$ cat src/rtl/rcc_pkg.sv
package rcc_pkg;
  // Source input indices and the count of them.
  localparam int SRC_N    = 7;
  localparam int STAT_W   = 8;
  localparam int RSVD_BIT = 6;

  // One-shot request indices (also their control-word bit positions).
  localparam int OS_N    = 2;
  localparam int OS_CHIP = 0;
  localparam int OS_CORE = 1;

  // Word addresses of the register port.
  localparam int A_STATUS = 0;
  localparam int A_CTRL   = 1;
  localparam int A_KEY    = 2;

  // Status bit that a source input sets: bit 6 is skipped.
  function automatic int src_to_bit(input int idx);
    return (idx < RSVD_BIT) ? idx : idx + 1;
  endfunction

  // Status bit that a one-shot request sets.
  function automatic int os_to_bit(input int k);
    return (k == OS_CHIP) ? 0 : STAT_W - 1;
  endfunction
endpackage

$ cat src/rtl/rcc_flags.sv
module rcc_flags
  import rcc_pkg::*;
(
  input  logic              clk,
  input  logic              flag_init,
  input  logic [SRC_N-1:0]  src_i,
  input  logic [OS_N-1:0]   os_start,
  input  logic [STAT_W-1:0] clr_i,
  output logic [STAT_W-1:0] flags_q
);
  localparam logic [STAT_W-1:0] RSVD_MASK = STAT_W'(1) << RSVD_BIT;

  logic [STAT_W-1:0] set_v;

  always_comb begin
    set_v = '0;
    for (int i = 0; i < SRC_N; i++) set_v[src_to_bit(i)] = set_v[src_to_bit(i)] | src_i[i];
    for (int k = 0; k < OS_N; k++)  set_v[os_to_bit(k)]  = set_v[os_to_bit(k)]  | os_start[k];
  end

  // A new event wins over a clear in the same cycle.
  always_ff @(posedge clk) begin
    if (flag_init) flags_q <= '0;
    else           flags_q <= ((flags_q & ~clr_i) | set_v) & ~RSVD_MASK;
  end
endmodule

$ cat src/rtl/rcc_oneshot.sv
module rcc_oneshot #(
  parameter int PULSE_CYC = 2
) (
  input  logic clk,
  input  logic rst,
  input  logic start_i,
  output logic active_o
);
  localparam int CNT_W = $clog2(PULSE_CYC + 1);
  localparam logic [CNT_W-1:0] LOAD = CNT_W'(PULSE_CYC);

  logic [CNT_W-1:0] cnt_q, cnt_nxt;

  always_comb begin
    if (start_i)         cnt_nxt = LOAD;
    else if (cnt_q != 0) cnt_nxt = cnt_q - 1'b1;
    else                 cnt_nxt = cnt_q;
  end

  always_ff @(posedge clk) begin
    if (rst) begin
      cnt_q    <= '0;
      active_o <= 1'b0;
    end else begin
      cnt_q    <= cnt_nxt;
      active_o <= (cnt_nxt != 0);
    end
  end
endmodule

$ cat src/rtl/rcc_porkey.sv
module rcc_porkey #(
  parameter int              KEY_W   = 16,
  parameter logic [KEY_W-1:0] KEY_VAL = 16'h5AA5
) (
  input  logic             clk,
  input  logic             rst,
  input  logic             wr_en,
  input  logic [KEY_W-1:0] wdata,
  input  logic             rearm,
  output logic [KEY_W-1:0] key_q,
  output logic             disable_o
);
  logic [KEY_W-1:0] key_nxt;

  always_comb begin
    if (rearm)      key_nxt = '0;
    else if (wr_en) key_nxt = wdata;
    else            key_nxt = key_q;
  end

  always_ff @(posedge clk) begin
    if (rst) begin
      key_q     <= '0;
      disable_o <= 1'b0;
    end else begin
      key_q     <= key_nxt;
      disable_o <= (key_nxt == KEY_VAL);
    end
  end
endmodule

$ cat src/rtl/rcc_regif.sv
module rcc_regif
  import rcc_pkg::*;
#(
  parameter int ADDR_W = 2,
  parameter int DATA_W = 16
) (
  input  logic              clk,
  input  logic              rst,
  input  logic              req_valid,
  input  logic              req_write,
  input  logic [ADDR_W-1:0] req_addr,
  input  logic [DATA_W-1:0] req_wdata,
  input  logic              unlock_i,
  input  logic [STAT_W-1:0] flags_q,
  input  logic [OS_N-1:0]   os_active,
  input  logic [DATA_W-1:0] key_q,
  output logic [STAT_W-1:0] stat_clr,
  output logic [OS_N-1:0]   os_start,
  output logic              key_wr,
  output logic [DATA_W-1:0] rd_data
);
  logic hit_stat, hit_ctrl, hit_key, wr, rd;
  logic [DATA_W-1:0] rd_mux;

  assign hit_stat = (req_addr == ADDR_W'(A_STATUS));
  assign hit_ctrl = (req_addr == ADDR_W'(A_CTRL));
  assign hit_key  = (req_addr == ADDR_W'(A_KEY));
  assign wr       = req_valid &  req_write;
  assign rd       = req_valid & ~req_write;

  assign stat_clr = (wr && hit_stat) ? req_wdata[STAT_W-1:0] : '0;
  assign os_start = (wr && hit_ctrl && unlock_i) ? req_wdata[OS_N-1:0] : '0;
  assign key_wr   = wr && hit_key && unlock_i;

  always_comb begin
    rd_mux = '0;
    if (hit_stat)     rd_mux = DATA_W'(flags_q);
    else if (hit_ctrl) rd_mux = DATA_W'(os_active);
    else if (hit_key)  rd_mux = key_q;
  end

  always_ff @(posedge clk) begin
    if (rst)     rd_data <= '0;
    else if (rd) rd_data <= rd_mux;
  end
endmodule

$ cat src/rtl/rst_cause_ctrl.sv
module rst_cause_ctrl
  import rcc_pkg::*;
#(
  parameter int              ADDR_W    = 2,
  parameter int              DATA_W    = 16,
  parameter int              PULSE_CYC = 2,
  parameter logic [DATA_W-1:0] KEY_VAL = 16'h5AA5
) (
  input  logic              clk,
  input  logic              rst,
  input  logic              flag_init,
  input  logic [SRC_N-1:0]  src_i,
  input  logic              unlock_i,
  input  logic              req_valid,
  input  logic              req_write,
  input  logic [ADDR_W-1:0] req_addr,
  input  logic [DATA_W-1:0] req_wdata,
  output logic [DATA_W-1:0] rd_data,
  output logic              chip_rst_o,
  output logic              core_rst_o,
  output logic              por_disable_o
);
  logic [STAT_W-1:0] flags_q, stat_clr;
  logic [OS_N-1:0]   os_start, os_active;
  logic [DATA_W-1:0] key_q;
  logic              key_wr, rearm;

  rcc_regif #(.ADDR_W(ADDR_W), .DATA_W(DATA_W)) u_regif (
    .clk(clk), .rst(rst),
    .req_valid(req_valid), .req_write(req_write),
    .req_addr(req_addr), .req_wdata(req_wdata),
    .unlock_i(unlock_i), .flags_q(flags_q),
    .os_active(os_active), .key_q(key_q),
    .stat_clr(stat_clr), .os_start(os_start),
    .key_wr(key_wr), .rd_data(rd_data)
  );

  rcc_flags u_flags (
    .clk(clk), .flag_init(flag_init), .src_i(src_i),
    .os_start(os_start), .clr_i(stat_clr), .flags_q(flags_q)
  );

  for (genvar k = 0; k < OS_N; k++) begin : g_os
    rcc_oneshot #(.PULSE_CYC(PULSE_CYC)) u_os (
      .clk(clk), .rst(rst), .start_i(os_start[k]), .active_o(os_active[k])
    );
  end

  assign rearm = (|src_i) | (|os_start);

  rcc_porkey #(.KEY_W(DATA_W), .KEY_VAL(KEY_VAL)) u_key (
    .clk(clk), .rst(rst), .wr_en(key_wr), .wdata(req_wdata),
    .rearm(rearm), .key_q(key_q), .disable_o(por_disable_o)
  );

  assign chip_rst_o = os_active[OS_CHIP];
  assign core_rst_o = os_active[OS_CORE];
endmodule

$ cat config.mk
export PLATFORM = sky130hd
export DESIGN_NAME = rst_cause_ctrl
export DESIGN_NICKNAME = d
export VERILOG_FILES = /design/src/rtl/rcc_pkg.sv /design/src/rtl/rcc_flags.sv /design/src/rtl/rcc_oneshot.sv /design/src/rtl/rcc_porkey.sv /design/src/rtl/rcc_regif.sv /design/src/rtl/rst_cause_ctrl.sv
export SDC_FILE = /design/constraint.sdc
export NUM_CORES = 1
export LEC_CHECK = 0
export BUFFER_PORTS_ARGS = -buffer_cell sky130_fd_sc_hd__buf_4
export CORE_UTILIZATION = 46
export CTS_CLUSTER_DIAMETER = 100
export DETAILED_ROUTE_END_ITERATION = 10
export HOLD_SLACK_MARGIN = 0.02
export PLACE_DENSITY = 0.78
export SETUP_SLACK_MARGIN = 0.5
export SLEW_MARGIN = 15
export SYNTH_ARGS = -nofsm -noshare
export SYNTH_HDL_FRONTEND = slang
export SYNTH_SLANG_ARGS = --single-unit
$ cat constraint.sdc
create_clock -name clk -period 1.1 [get_ports clk]
set_input_delay 0 -clock clk [delete_from_list [all_inputs] [get_ports clk]]
set_output_delay 0 -clock clk [all_outputs]
set_load 0.02 [all_outputs]
==> reports/metrics.yaml, run 1 <==
outcome: "finished, violations left"
violations: "hold timing, setup timing"
power_mw: 3.412
hold_ws_ns: -0.08936
slowest_stage: "dfxtp_1"
fp.dieH_um: 66.15
crit_arrival_ns: 1.41
vias_per_cell: 5.688
coreArea_um2: 3799
crit_buf_inv: 0
cp_max_fo: 3
yosys_register_bits: 46
fp-row-count: 22
synth.top_cell.area_share_pct: 48.65
synthArstFlopShare_pct: 0
hold_viol_final: 14
busiest_layer: "met2"
gp_congestion: 0.8643
synth_area_leaders: "dfxtp_1, nand2_1, a22oi_1, nor2_1, a21oi_2"
use_met2_pct: 48.21
syn_nets: 240
num_io_pins: 50
endpoint: "u_key.disable_o"
routed-via-count: 2059
grt_pass1_vias: 1911
grt_antenna_before_repair: 0
switching_share_pct: 23.97
reg2reg_from: "u_key.key_q[8]"
seq_area_frac_synth_pct: 48.65
rsz0062_at_grt: "yes"
nets: 344
clkSinkCount: 46
drcViolationCount: 0
fillers: 192
met3_usage_pct: 5.517
required_ns: 1.34
grt_pass1_wl_um: 9018
relSlewSlack_pct: 75.12
critPathLaunch: "u_key.key_q[8]"
synth_largest_area_cell: "dfxtp_1"
clkPwrFrac_pct: 37.0
slew_violations: 0
met1_usage_pct: 33.76
multi_input_area_um2: 1141
ant_nets: 0
rrSetupSlack_ns: -0.07
drt_iter0_markers: 144
cp-end-kind: "flip-flop"
synth_warnings: 0
clk_latency_ns: 0.31
layout-drive-gt1-share_pct: 63.69
regArea_um2: 964.7
cts_tree: "built"
cts_inserted_buffers: 5
power.internal_mw: 2.594
worst_slew_pin_slew_ns: 0.3728
yosysMostFrequentCell: "dfxtp_1"
cts-htree-levels: 2
hpwl_um: 3538
cts_max_path_buffers: 2
maxCapViolations: 0
net-switching-power_uw: 817.8
die_w_um: 66.15
timing.fmax_ghz: 0.8558
hp-class: "in -> reg"
synth_cells: 209
dr.pass1.iters: 4
cts-root-buf: "clkbuf_8"
seqPwrFrac_pct: 50.0
ys_types: 33
power_density_nw_per_um2: 1041
synth_area_per_cell_um2: 9.058
synthesis.area_um2: 1893
path_clk_slew_ns: 0.09
setup_viol: 8
layout_setup_ws_ns: -0.06855
die_area_um2: 4376
wl_per_cell_um: 18.94
grt_max_degree: 18
area_growth_pct: 73.10
irDropWorstVdd_uv: 1273
period_needed_ns: 1.169
worstSetupStartpointType: "flip-flop"
layoutNonFillerInstCount: 362
combPwrFrac_pct: 13.0
path_class: "reg -> reg"
max_stage_delay_ns: 0.36
postCtsHoldBufs: 12
fin_crit_sh_pct: 106.2
fin_skew_ns: 0.007695
synth-edff-count: 0
r2r_cells: 3
start_util_pct: 49.84
place_inst: 321
drt-total-wl_um: 6856
track_usage_pct: 28.03
diodes: 0
synthFlopType: "dfxtp_1"
cp_num_cells: 3
synthTopCellsByCount: "dfxtp_1, nand2_1, nor2_1"
grt-ovfl-total: 0
reg2reg_to: "u_key.disable_o"
crit_family: "simple AND/OR/NAND/NOR gates"
leakagePower_nw: 1.331
path_cells: "nor4b_2, nand4_1, a21oi_2"
port_buffers: 49
worst min path at each step:
stage | slack, ns | from | cells after the start | to
detailed placement | 0.24 | flag_init | 2 | u_flags.flags_q[7]
global route | -0.09 | flag_init | 2 | u_flags.flags_q[5]
floorplan | 0.07 | flag_init | 1 | u_flags.flags_q[7]
finish | -0.09 | flag_init | 2 | u_flags.flags_q[1]
CTS | -0.09 | flag_init | 2 | u_flags.flags_q[5]
global placement | 0.23 | flag_init | 2 | u_flags.flags_q[7]
final cells by class:
class | count | share of cell area (%)
repair buffers | 108 | 30.47
flip-flops and latches | 46 | 29.44
well taps | 48 | 1.833
inverters | 1 | 0.1145
multi-input cells | 151 | 34.82
clock inverters | 3 | 1.222
clock buffers | 5 | 2.100
stage by stage:
step           setup TNS, ns  cell area, um^2  setup slack, ns  hold WS (ns)  util [%]
2_1_floorplan        -0.6025             1982         -0.06030       0.06907         -
3_3_place_gp          -4.247             2527          -0.2602        0.2320     66.53
3_5_place_dp          -4.867             2527          -0.3087        0.2393     66.53
4_1_cts                    0             3094          0.07726      -0.09194     81.46
5_1_grt              -0.6107             3277         -0.09951      -0.09493     86.26
6_report             -0.1899             3277         -0.06855      -0.08936     86.26
cell usage in the layout, fill, tap and decap left out, types with 3 or more instances in the layout:
cell | netlist | routed
dlygate4sd3_1 | 0 | 12
dfxtp_1 | 46 | 15
and3_1 | 3 | 3
a21oi_1 | 17 | 6
buf_4 | 0 | 67
a22oi_2 | 0 | 14
nor2_1 | 28 | 27
nand2_4 | 0 | 5
mux2_4 | 0 | 4
a21oi_2 | 10 | 20
buf_6 | 3 | 24
clkbuf_8 | 0 | 5
nand2_2 | 1 | 5
nand2_1 | 43 | 34
dfxtp_2 | 0 | 29
sequential cells by signal (all words and copies together) (netlist names):
name,cells
u_key.key_q,16
u_regif.rd_data,16
u_flags.flags_q,7
g_os.u_os.cnt_q,4
g_os.u_os.active_o,2
u_key.disable_o,1
timing repair:
item                                    in CTS  in global routing
endpoints found under the hold margin       28                 16
pin swaps                                   13                 19
setup buffers                               16                  3
resized for setup                           67                 31
gates cloned                                 0                  2
endpoints found under the setup margin      65                 65
layer usage:
metal	share of wire [%]	wire, um
met2	51	3497
met5	0	0
met1	39	2694
met4	4.1	281
met3	5.6	382
kinds of logic after synthesis:
family	Yosys count	synth area share (%)
simple gates	99	26.64
flops	46	48.64
compound gates	45	16.92
buf+inv	12	3.766
mux	7	4.032
power by group through the flow:
stage / sequential, mW / clock (mW) / combinational, mW
5_1_grt: 1.71 / 1.34 / 0.466
6_report: 1.71 / 1.26 / 0.444
3_3_place_gp: 1.74 / 0 / 0.317
4_1_cts: 1.70 / 1.24 / 0.389
2_1_floorplan: 1.74 / 0 / 0.129
3_5_place_dp: 1.74 / 0 / 0.320
Power figures use the tool's default switching activity.
==> inputs of run 2 (changes only) <==
ABC_AREA = 1   (was not set)
==> reports/metrics.yaml, run 2 <==
area_growth_pct: 84.86  # was 73.10%
track_usage_pct: 30.21  # was 28.03%
diodes: 0  # unchanged
ant_nets: 0  # unchanged
port_buffers: 49  # unchanged
grt_pass1_vias: 2120  # was 1911
fillers: 125  # was 192
mostFrequentLayoutCell: "nand2_1"  # was buf_4
crit_arrival_ns: 1.49  # was 1.41 ns
synth_cells: 260  # was 209
synthXorXnorAreaFrac_pct: 0  # unchanged
path_clk_slew_ns: 0.09  # about the same
place_area_um2: 2591  # was 2527 um^2
clk_latency_ns: 0.30  # was 0.31 ns
required_ns: 1.33  # was 1.34 ns
setup_viol: 1  # was 8
synth_mux_area_share_pct: 0  # was 4.032%
synth_top_family_by_area: "simple AND/OR/NAND/NOR gates"  # unchanged
path_class: "reg -> reg"  # unchanged
seq_area_frac_synth_pct: 48.65  # unchanged
yosysMostFrequentCell: "nand2_1"  # was dfxtp_1
start_util_pct: 49.84  # unchanged
fp-row-count: 22  # unchanged
fin_crit_sh_pct: 114.5  # was 106.2%
synthArstFlopShare_pct: 0  # unchanged
top_regs: "u_key.key_q x16, u_regif.rd_data x16, u_flags.flags_q x7"  # unchanged
synth_area_leaders: "dfxtp_1, nand2_1, inv_1, nor2_1, o21ai_0"  # was dfxtp_1, nand2_1, a22oi_1, nor2_1, a21oi_2
routed-via-count: 2414  # was 2059
yosys.area_share.simple_pct: 25.05  # was 26.64%
rrSetupSlack_ns: -0.16  # was -0.07 ns
hpwl_um: 3494  # was 3538 um
slew_violations: 0  # unchanged
busiest_layer: "met2"  # unchanged
fin_skew_ns: 0.005541  # was 0.007695 ns
finalSetupTns_ns: -0.1598  # was -0.1899 ns
layout-drive-gt1-share_pct: 64.71  # was 63.69%
worstSetupStartpointType: "flip-flop"  # unchanged
synthesis.area_um2: 1893  # unchanged
synth_compound_area_share_pct: 15.14  # was 16.92%
hold_ws_ns: -0.08852  # was -0.08936 ns
drt_iter0_markers: 298  # was 144
synthTopCellsByCount: "nand2_1, dfxtp_1, inv_1"  # was dfxtp_1, nand2_1, nor2_1
outcome: "finished, violations left"  # unchanged
violations: "hold timing, setup timing"  # unchanged
drt-total-wl_um: 8730  # was 6856 um
die_area_um2: 4376  # unchanged
grt_max_degree: 21  # was 18
rsz0062_at_grt: "yes"  # unchanged
synth-edff-count: 0  # unchanged
hold_viol_final: 8  # was 14
coreArea_um2: 3799  # unchanged
grt_antenna_before_repair: 0  # unchanged
dr.pass1.iters: 6  # was 4
cts_tree: "built"  # unchanged
final_cell_mix: "nand2_1, buf_4, buf_6, inv_1, dfxtp_2"  # was buf_4, nand2_1, dfxtp_2, nor2_1, buf_6
syn_nets: 291  # was 240
clkSinkCount: 46  # unchanged
irDropWorstVdd_uv: 895.5  # was 1273 uV
cts_inserted_buffers: 5  # unchanged
synth-adder-area-share_pct: 0  # unchanged
layout_setup_ws_ns: -0.1598  # was -0.06855 ns
synth.top_cell.area_share_pct: 48.65  # unchanged
period_needed_ns: 1.260  # was 1.169 ns
cp_max_fo: 2  # was 3
grt_pass1_wl_um: 9770  # was 9018 um
relSlewSlack_pct: 77.24  # was 75.12%
wl_per_cell_um: 21.56  # was 18.94 um
yosys_register_bits: 46  # unchanged
hp-class: "in -> reg"  # unchanged
nets: 387  # was 344
cts-htree-levels: 2  # unchanged
cts_max_path_buffers: 2  # unchanged
synth_area_per_cell_um2: 7.281  # was 9.058 um^2
met3_usage_pct: 5.517  # unchanged
synth_largest_area_cell: "dfxtp_1"  # unchanged
fp.dieH_um: 66.15  # unchanged
maxCapViolations: 0  # unchanged
fin_area_um2: 3500  # was 3277 um^2
ys_types: 25  # was 33
cts-root-buf: "clkbuf_8"  # unchanged
met1_usage_pct: 34.65  # was 33.76%
grt-ovfl-total: 0  # unchanged
worst_slew_pin_slew_ns: 0.3406  # was 0.3728 ns
num_io_pins: 50  # unchanged
die_w_um: 66.15  # unchanged
timing.fmax_ghz: 0.7938  # was 0.8558 GHz
cp-end-kind: "flip-flop"  # unchanged
gp_congestion: 0.8654  # was 0.8643
leakagePower_nw: 1.453  # was 1.331 nW
vias_per_cell: 5.960  # was 5.688
synth_warnings: 0  # unchanged
power_density_nw_per_um2: 957.1  # was 1041 nW/um^2
synthFlopType: "dfxtp_1"  # unchanged
drcViolationCount: 0  # unchanged
use_met2_pct: 53.83  # was 48.21%
-- run 2: path summary, 6_finish.rpt --
check / startpoint / to / depth (start not counted)
setup reg to reg: u_key.key_q[3] / u_key.disable_o / 8
hold / removal: flag_init / u_flags.flags_q[1] / 2
hold reg to reg: u_flags.flags_q[2] / u_flags.flags_q[2] / 2
setup / recovery: u_key.key_q[3] / u_key.disable_o / 8
-- run 2: cells by family (layout without fill, tap and decap cells) --
family	Yosys count	in the layout
AND/OR/NAND/NOR	113	113
flip-flops	46	46
AO/OA/AOI/OAI	49	49
buffers and inverters	52	149
-- run 2: repair_timing --
item / 4_1_cts / 5_1_grt
buffers inserted: 19 / 11
cloned: 1 / 0
resized for setup: 81 / 80
pin swaps: 17 / 31
endpoints found under the setup margin: 65 / 65
endpoints found under the hold margin: 13 / 9
-- run 2: routing by layer --
metal / routed length [um] / part of all wire [%] / vias to the layer above
met2: 4105 / 47 / 242
met1: 3065 / 35 / 1096
met4: 619 / 7.1 / 0
met5: 0 / 0 / -
met3: 939 / 11 / 67
li1: - / - / 1009
-- run 2: per-stage QoR --
stage               instances  setup slack (ns)  utilization [%]  total power, mW
CTS                       394            0.1643            83.70            3.192
floorplan                 260            0.2575                -            1.879
finish                    405           -0.1598            92.13            3.349
detailed placement        366          -0.02630            68.21            2.064
global placement          366         -0.003651            68.21            2.057
global route              405           -0.2429            92.13            3.414
-- run 2: cell type report --
cell class | instances | area, um^2 | share of cell area, %
clock buffer | 7 | 86.33 | 2.467
multi-input combinational | 162 | 1156 | 33.04
clock inverter | 1 | 5.005 | 0.1430
sequential | 46 | 984.7 | 28.14
timing repair buffer | 96 | 1016 | 29.03
tap | 48 | 60.06 | 1.716
inverter | 45 | 191.4 | 5.470
-- run 2: critical path, cell delays in order, from the launching register on --
cell,delay [ns]
dfxtp_2,0.35
inv_2,0.07
o21bai_4,0.14
nand2_2,0.11
inv_2,0.08
nand2_2,0.05
nor2_2,0.11
nand3_1,0.09
nor2_1,0.17
-- run 2: power breakdown --
part / leakage [nW] / internal (mW) / switching, mW
Sequential: 0.391 / 1.68 / 0.0226
Combinational: 1.01 / 0.260 / 0.276
Clock: 0.0482 / 0.509 / 0.603
